$ cat src/rtl/rxdec_pkg.sv
package rxdec_pkg;

  typedef enum logic [1:0] {
    MODE_BIN    = 2'd0,
    MODE_PAM4   = 2'd1,
    MODE_UNROLL = 2'd2,
    MODE_RSVD   = 2'd3
  } rx_mode_e;

  localparam int CMP_PER_LANE = 3;
  localparam int SYM_BITS     = 2;

endpackage

$ cat src/rtl/rxdec_therm_lane.sv
module rxdec_therm_lane
  import rxdec_pkg::*;
(
  input  logic [CMP_PER_LANE-1:0] code,
  output logic [SYM_BITS-1:0]     sym,
  output logic                    bubble
);

  logic [1:0] ones;

  always_comb begin
    ones = 2'(code[0]) + 2'(code[1]) + 2'(code[2]);
    unique case (ones)
      2'd0:    sym = 2'b00;
      2'd1:    sym = 2'b01;
      2'd2:    sym = 2'b11;
      default: sym = 2'b10;
    endcase
    bubble = !(code == 3'b000 || code == 3'b001 ||
               code == 3'b011 || code == 3'b111);
  end

endmodule

$ cat src/rtl/rxdec_unroll.sv
module rxdec_unroll #(
  parameter int LANES = 4
) (
  input  logic             clk,
  input  logic             rst_n,
  input  logic             flush,
  input  logic             advance,
  input  logic [LANES-1:0] spec_hi,
  input  logic [LANES-1:0] spec_lo,
  output logic [LANES-1:0] dec,
  output logic             prev_q
);

  logic carry;

  always_comb begin
    carry = prev_q;
    for (int k = 0; k < LANES; k++) begin
      dec[k] = carry ? spec_hi[k] : spec_lo[k];
      carry  = dec[k];
    end
  end

  always_ff @(posedge clk or negedge rst_n) begin
    if (!rst_n)       prev_q <= 1'b0;
    else if (flush)   prev_q <= 1'b0;
    else if (advance) prev_q <= dec[LANES-1];
  end

  // a flush leaves the stored decision at zero
  a_r7_prev_flushed: assert property (@(posedge clk) disable iff (!rst_n)
    flush |=> (prev_q == 1'b0));

  // without an accepted speculative beat the stored decision holds
  a_r6_prev_holds: assert property (@(posedge clk) disable iff (!rst_n)
    (!flush && !advance) |=> $stable(prev_q));

endmodule

$ cat src/rtl/rxdec_stage.sv
module rxdec_stage #(
  parameter int W = 12
) (
  input  logic         clk,
  input  logic         rst_n,
  input  logic         flush,
  input  logic         in_valid,
  output logic         in_ready,
  input  logic [W-1:0] in_data,
  output logic         out_valid,
  input  logic         out_ready,
  output logic [W-1:0] out_data
);

  assign in_ready = !flush && (!out_valid || out_ready);

  always_ff @(posedge clk or negedge rst_n) begin
    if (!rst_n) begin
      out_valid <= 1'b0;
      out_data  <= '0;
    end else if (flush) begin
      out_valid <= 1'b0;
    end else if (in_ready) begin
      out_valid <= in_valid;
      if (in_valid) out_data <= in_data;
    end
  end

  // a stalled beat stays valid and unchanged
  a_r9_hold_stalled: assert property (@(posedge clk) disable iff (!rst_n)
    (out_valid && !out_ready && !flush) |=> (out_valid && $stable(out_data)));

  // flushing empties the output register
  a_r7_flush_empties: assert property (@(posedge clk) disable iff (!rst_n)
    flush |=> !out_valid);

endmodule

$ cat src/rtl/sampler_decoder.sv
module sampler_decoder
  import rxdec_pkg::*;
#(
  parameter int LANES = 4,
  localparam int CW = CMP_PER_LANE * LANES,
  localparam int DW = SYM_BITS * LANES,
  localparam int SW = DW + LANES
) (
  input  logic          clk,
  input  logic          rst_n,
  input  logic [1:0]    mode,
  input  logic          in_valid,
  output logic          in_ready,
  input  logic [CW-1:0] in_cmp,
  output logic          out_valid,
  input  logic          out_ready,
  output logic [DW-1:0] out_data,
  output logic [LANES-1:0] out_bubble
);

  rx_mode_e mode_q;
  rx_mode_e eff_mode;
  logic     mode_chg;
  logic     advance;

  logic [LANES-1:0]               spec_hi, spec_lo, dec;
  logic [LANES-1:0][SYM_BITS-1:0] pam_sym, lane_data;
  logic [LANES-1:0]               pam_bub, lane_bub;
  logic                           prev_q;
  logic [SW-1:0]                  stage_in, stage_out;

  assign mode_chg = (rx_mode_e'(mode) != mode_q);
  assign eff_mode = (mode_q == MODE_RSVD) ? MODE_BIN : mode_q;

  always_ff @(posedge clk or negedge rst_n) begin
    if (!rst_n) mode_q <= MODE_BIN;
    else        mode_q <= rx_mode_e'(mode);
  end

  for (genvar k = 0; k < LANES; k++) begin : g_lane
    logic [CMP_PER_LANE-1:0] code;
    assign code       = in_cmp[CMP_PER_LANE*k +: CMP_PER_LANE];
    assign spec_hi[k] = code[2];
    assign spec_lo[k] = code[0];

    rxdec_therm_lane u_therm (
      .code   (code),
      .sym    (pam_sym[k]),
      .bubble (pam_bub[k])
    );

    always_comb begin
      unique case (eff_mode)
        MODE_PAM4: begin
          lane_data[k] = pam_sym[k];
          lane_bub[k]  = pam_bub[k];
        end
        MODE_UNROLL: begin
          lane_data[k] = {1'b0, dec[k]};
          lane_bub[k]  = 1'b0;
        end
        default: begin
          lane_data[k] = {1'b0, code[1]};
          lane_bub[k]  = 1'b0;
        end
      endcase
    end
  end

  assign advance = in_valid && in_ready && (eff_mode == MODE_UNROLL);

  rxdec_unroll #(.LANES(LANES)) u_unroll (
    .clk     (clk),
    .rst_n   (rst_n),
    .flush   (mode_chg),
    .advance (advance),
    .spec_hi (spec_hi),
    .spec_lo (spec_lo),
    .dec     (dec),
    .prev_q  (prev_q)
  );

  assign stage_in = {lane_bub, lane_data};

  rxdec_stage #(.W(SW)) u_stage (
    .clk       (clk),
    .rst_n     (rst_n),
    .flush     (mode_chg),
    .in_valid  (in_valid),
    .in_ready  (in_ready),
    .in_data   (stage_in),
    .out_valid (out_valid),
    .out_ready (out_ready),
    .out_data  (stage_out)
  );

  assign out_data   = stage_out[DW-1:0];
  assign out_bubble = stage_out[SW-1:DW];

  // bubble flags only leave the block in four-level mode
  a_r11_bubble_pam_only: assert property (@(posedge clk) disable iff (!rst_n)
    (out_valid && mode_q != MODE_PAM4) |-> (out_bubble == '0));

  // the mode-change cycle refuses input
  a_r7_chg_blocks_input: assert property (@(posedge clk) disable iff (!rst_n)
    mode_chg |-> !in_ready);

  // an empty output with a steady mode always takes input
  a_r10_ready_when_empty: assert property (@(posedge clk) disable iff (!rst_n)
    (!out_valid && !mode_chg) |-> in_ready);

endmodule

$ cat config.mk
export PLATFORM = sky130hd
export DESIGN_NAME = sampler_decoder
export DESIGN_NICKNAME = d
export VERILOG_FILES = /design/src/rtl/rxdec_pkg.sv /design/src/rtl/rxdec_therm_lane.sv /design/src/rtl/rxdec_unroll.sv /design/src/rtl/rxdec_stage.sv /design/src/rtl/sampler_decoder.sv
export SDC_FILE = /design/constraint.sdc
export NUM_CORES = 1
export LEC_CHECK = 0
export ABC_AREA = 0
export BUFFER_PORTS_ARGS = -buffer_cell sky130_fd_sc_hd__buf_2
export CELL_PAD_IN_SITES_DETAIL_PLACEMENT = 0
export CELL_PAD_IN_SITES_GLOBAL_PLACEMENT = 1
export CORE_MARGIN = 3
export CORE_UTILIZATION = 33
export CTS_CLUSTER_SIZE = 10
export DETAILED_ROUTE_END_ITERATION = 16
export PLACE_DENSITY_LB_ADDON = 0.1
export SKIP_CTS_REPAIR_TIMING = 1
export SLEW_MARGIN = 10
export SYNTH_ARGS = -nofsm -noshare
export SYNTH_HDL_FRONTEND = slang
export SYNTH_SLANG_ARGS = --single-unit
$ cat constraint.sdc
create_clock -name clk -period 1.75 [get_ports clk]
set_input_delay 0.0875 -clock clk [delete_from_list [all_inputs] [get_ports clk]]
set_output_delay 0.0875 -clock clk [all_outputs]
set_load 0.02 [all_outputs]
==> results of run 1 <==
## metal layers
layer,GRT usage [%],vias to the layer above,share of wire [%]
li1,-,428,-
met1,16.95,379,44
met2,21.76,25,47
met3,3.191,5,6.9
met4,6.502,0,2.0
met5,0,-,0
## critical path: stages, from the launching register on
cell and delay, ns:
dfrtp_1 0.39, mux2i_2 0.28, mux2i_2 0.29, mux2i_1 0.30
o221ai_1 0.14, mux2_4 0.27
## kinds of logic after synthesis
family	Yosys count	share of synthesized area (%)
flops	16	40.87
buf+inv	24	9.196
compound gates	22	15.45
mux	6	6.258
simple gates	25	10.60
xor+xnor	2	1.788
fa+ha+maj	10	15.84
## cell type report
| cell class | count | area share (%) |
|---|---|---|
| timing repair buffer | 39 | 17.38 |
| clock buffer | 4 | 2.832 |
| sequential | 16 | 31.25 |
| inverter | 22 | 6.445 |
| multi-input combinational | 65 | 39.06 |
| tap | 31 | 3.027 |
## final timing paths
path,slack (ns),from,depth (start not counted),end
worst max-delay path,-0.02,u_unroll.prev_q,5,u_stage.out_data[4]
min in group asynchronous,0.23,rst_n,2,u_stage.out_data[10]
max in group asynchronous,1.25,rst_n,2,u_stage.out_data[0]
worst min-delay path,0.03,in_valid,3,u_stage.out_valid
worst max register to register,-0.02,u_unroll.prev_q,5,u_stage.out_data[4]
worst min register to register,0.47,u_stage.out_data[2],2,u_stage.out_data[2]
## flip-flops by register name (all words and copies together) (netlist names)
| signal | flops |
|---|---|
| u_unroll.prev_q | 1 |
| u_stage.out_valid | 1 |
| mode_q | 2 |
| u_stage.out_data | 12 |
## stage by stage
step,instances,power [mW]
3_3_place_gp,168,0.7946
5_1_grt,177,1.143
4_1_cts,172,1.062
3_5_place_dp,168,0.7978
6_report,177,1.052
2_1_floorplan,105,0.6664
## cell usage after synthesis, drive strengths merged, types with 2 or more instances
cell | number | area share [%]
inv | 22 | 8.4
nand2 | 18 | 6.9
dfrtp | 16 | 41
ha | 6 | 7.7
o31ai | 6 | 4.6
mux2i | 5 | 5.1
fa | 4 | 8.2
nor2 | 4 | 1.5
o211ai | 4 | 3.1
o21ai | 4 | 2.0
a21oi | 3 | 1.5
clkbuf | 2 | 0.77
o221ai | 2 | 1.8
xnor2 | 2 | 1.8
## power groups by stage
stage / clock network [mW] / logic [mW] / registers [mW]
2_1_floorplan: 0 / 0.138 / 0.528
3_3_place_gp: 0 / 0.335 / 0.460
3_5_place_dp: 0 / 0.339 / 0.459
4_1_cts: 0.270 / 0.339 / 0.453
5_1_grt: 0.294 / 0.390 / 0.459
6_report: 0.255 / 0.345 / 0.452
==> results.cfg, run 1 <==
[setup_path]
cp.arrival_ns = 1.96
endpoint_kind = register
cp_max_fo = 2
cp.required_ns = 1.94
critical_path_class = register to register
start_kind = register

[cts]
cts_tree = built
clockBufferDepth = 2
clk_latency_ns = 0.29
cts-root-buf = clkbuf_4
cts.reportedPaths.clkPinSlew_ns = 0.10
cts.htree.levels = 1
cts_buffers = 3
cts.sinks = 16

[global_route]
grt_max_degree = 17
antenna_found_initial = 0
first_global_vias = 824
track_usage_pct = 13.47
grt_pass1_wl_microns = 3629
grt-ovfl-total = 0

[status]
status = finished with violations
violations = negative setup slack

[finish]
final_common_cell = buf_2
finish.utilization_pct = 46.06
area_growth_pct = 30.78
n_antenna_cell = 0
final.fill_count = 282
drive_above_1_share_pct = 29.45
mostFrequentLayoutCells = 31 x buf_2, 22 x inv_1, 18 x nand2_1, 16 x dfrtp_1
seqCellArea_sq_um = 400.4
finish.instance_area_sq_mm = 0.001281
fin_nets = 175
multi_input_area_sq_um = 500.5

[yosys]
async_reset_ff_share_pct = 100.0
ys_seq_elements = 16
syn-num-nets = 133
synthesis.instances = 105
yosys_warnings = 0
synth_edf_count = 0
synth_cell_types = 21
syn_area_sq_um = 979.7
ys.flop_type = dfrtp_1
synth_seq_area_share_pct = 40.87
avgSynthCellArea_sq_um = 9.330

[timing]
hold_ws_ns = 0.02598
min_period_over_period_pct = 101.0
timing.final.ws_setup_ns = -0.01665
tightest_slew_ns = 0.3780
setup_violations = 1
max_slew_margin_pct = 74.80
max_freq_mhz = 566.0
final.setup.tns_ns = -0.01665
rsz0062_at_grt = true
finalCriticalPeriod_ns = 1.767
finalHoldViolCount = 0
slew_viol_final = 0
fin_skew_ns = 0.003437

[route]
vias = 837
drt-total-wl_microns = 2101
drtIter0Drc = 19
drt_first_pass_iters = 4
drc = 0
wire_per_inst_microns = 11.87
viasPerCell = 4.729
drtAntennaViolNets = 0

[place]
place_area_sq_mm = 0.001189
gp_congestion = 0.7436
pre_cts_ws_ns = -0.1055
io_buffers = 31
place_hpwl_microns = 1683

[power]
pwr-share-clk_pct = 24.2
netSwitchingFraction_pct = 34.11
combPwrFrac_pct = 32.8
ir_worst_vdd_uv = 397.8
p_switching_uw = 358.9
p_leak_nw = 0.7127
seqPwrFrac_pct = 43.0
p_per_area_mw_per_mm2 = 821.2
internal_power_uw = 693.4

[worst_hold_path]
hp-class = primary input to register

[floorplan]
die_x_microns = 60.49
dieArea_sq_mm = 0.003658
die_h_microns = 60.49
core-area_sq_mm = 0.002781
fp-row-count = 19
start_util_pct = 35.22
io_pins = 32

[flow_run]
max-cap-violations = 0
No activity file was read; power rests on OpenSTA's default activity.
==> inputs of run 2 (changes only) <==
--- a/config.mk
+++ b/config.mk
@@ -5,7 +5,7 @@
 export SDC_FILE = /design/constraint.sdc
 export NUM_CORES = 1
 export LEC_CHECK = 0
-export ABC_AREA = 0
+export ABC_AREA = 1
 export BUFFER_PORTS_ARGS = -buffer_cell sky130_fd_sc_hd__buf_2
 export CELL_PAD_IN_SITES_DETAIL_PLACEMENT = 0
 export CELL_PAD_IN_SITES_GLOBAL_PLACEMENT = 1
==> results.cfg, run 2 <==
[status]
status = finished clean

[global_route]
first_global_vias = 925
grt-ovfl-total = 0
track_usage_pct = 13.12
grt_pass1_wl_microns = 4146
antenna_found_initial = 0
grt_max_degree = 17

[setup_path]
cp.arrival_ns = 1.72
start_kind = register
crit_top_cell = inv_1
endpoint_kind = register
cp_max_fo = 7
critical_path_class = register to register
crit_chain = inv_1 -> ha_1 -> inv_1 -> nand2_1 -> o22ai_1 -> nor2_1 -> a21boi_2
cp.required_ns = 1.99
slowest_delay_ns = 0.41
slowest_stage = dfrtp_1

[place]
dp.cells = 209
place_area_sq_mm = 0.001289
place_hpwl_microns = 1898
io_buffers = 31
pre_cts_ws_ns = 0.2426
gp_congestion = 0.8808

[finish]
finish.instance_area_sq_mm = 0.001355
finish.utilization_pct = 43.67
drive_above_1_share_pct = 25.00
largestRegisters = u_stage.out_data (12), mode_q (2)
n_antenna_cell = 0
fin_nets = 201
final_common_cell = nand2_1
regMostFlops = u_stage.out_data
fin_cells = 216
mostFrequentLayoutCells = 34 x nand2_1, 31 x buf_2, 28 x inv_1, 16 x dfrtp_1, 14 x nand3_1
largest_register_ffs = 12
seqCellArea_sq_um = 400.4
multi_input_area_sq_um = 569.3
area_growth_pct = 24.34
final.fill_count = 353

[floorplan]
die_h_microns = 63.47
io_pins = 32
fp-row-count = 20
die_x_microns = 63.47
dieArea_sq_mm = 0.004028
start_util_pct = 35.12
core-area_sq_mm = 0.003103

[cts]
clockBufferDepth = 2
cts_buffers = 3
clk_latency_ns = 0.30
cts.sinks = 16
cts_tree = built
cts-root-buf = clkbuf_4
cts.htree.levels = 1
cts.reportedPaths.clkPinSlew_ns = 0.10

[worst_hold_path]
hp-class = primary input to register

[route]
wire_per_inst_microns = 11.27
drtAntennaViolNets = 0
drt_first_pass_iters = 4
viasPerCell = 4.454
drtIter0Drc = 45
drc = 0
vias = 962
drt-total-wl_microns = 2435

[flow_run]
max-cap-violations = 0

[timing]
final.setup.tns_ns = 0
max_freq_mhz = 676.5
hold_ws_ns = 0.03856
max_slew_margin_pct = 74.07
fin_skew_ns = 0.004566
min_period_over_period_pct = 84.47
finalHoldViolCount = 0
setup_violations = 0
tightest_slew_ns = 0.3889
slew_viol_final = 0
rsz0062_at_grt = false
timing.final.ws_setup_ns = 0.2718
finalCriticalPeriod_ns = 1.478

[yosys]
synth_area_leaders = dfrtp_1 37%, nand2_1 12%, inv_1 9.6%
syn-num-nets = 163
synth_top_area_share_pct = 36.74
ys.flop_type = dfrtp_1
avgSynthCellArea_sq_um = 8.073
ys_top_cells_by_count = 34 x nand2_1, 28 x inv_1, 16 x dfrtp_1
yosysMostFrequentCell = nand2_1
synth.largest_area_cell = dfrtp_1
synth_cell_types = 21
ys_seq_elements = 16
synth_edf_count = 0
synthesis.instances = 135
syn_area_sq_mm = 0.001090
synth_seq_area_share_pct = 36.74
async_reset_ff_share_pct = 100.0
yosys_warnings = 0

[power]
ir_worst_vdd_uv = 340.9
power_mw = 1.070
p_per_area_mw_per_mm2 = 789.5
p_leak_nw = 0.8128
## run 2: worst max-delay path, delay by kind of cell (launching register included)
family | cells | cell delay [ns]
AO/OA/AOI/OAI | 2 | 0.28
adder cells (fa/ha/maj) | 1 | 0.28
buffers and inverters | 2 | 0.23
flip-flops | 1 | 0.41
AND/OR/NAND/NOR | 2 | 0.23
## run 2: final cells by class
class | count | area share [%]
clock buffers | 4 | 2.678
inverters | 29 | 8.033
multi-input cells | 89 | 42.01
flip-flops and latches | 16 | 29.55
well taps | 44 | 4.063
repair buffers | 34 | 13.67
## run 2: kinds of logic after synthesis
| kind of cell | count (synthesis) | share of synthesized area, % |
|---|---|---|
| AND/OR/NAND/NOR | 57 | 24.34 |
| buffers and inverters | 30 | 11.02 |
| AO/OA/AOI/OAI | 20 | 12.06 |
| flip-flops | 16 | 36.74 |
| adder cells (fa/ha/maj) | 10 | 14.24 |
| XOR/XNOR | 2 | 1.608 |
## run 2: final timing paths
kind | from | to | depth (start not counted) | slack, ns
worst min-delay path | in_cmp[4] | u_stage.out_data[9] | 3 | 0.04
min in group asynchronous | rst_n | u_stage.out_data[8] | 2 | 0.22
max in group asynchronous | rst_n | u_stage.out_data[11] | 2 | 1.25
worst max-delay path | mode_q[0] | u_stage.out_data[4] | 7 | 0.27
worst min register to register | u_stage.out_data[3] | u_stage.out_data[3] | 2 | 0.48
worst max register to register | mode_q[0] | u_stage.out_data[4] | 7 | 0.27
## run 2: layer usage
metal  vias to the layer above  global-route usage (%)  share of wire (%)
li1                        494                       -                  -
met1                       442                   16.95                 48
met2                        21                   20.73                 45
met3                         5                   3.209                5.1
met4                         0                   5.660                1.9
met5                         -                       0                  0
## run 2: power by group
part,internal [mW],switching [mW]
combinational,0.131,0.225
clock,0.127,0.135
sequential,0.424,0.0287
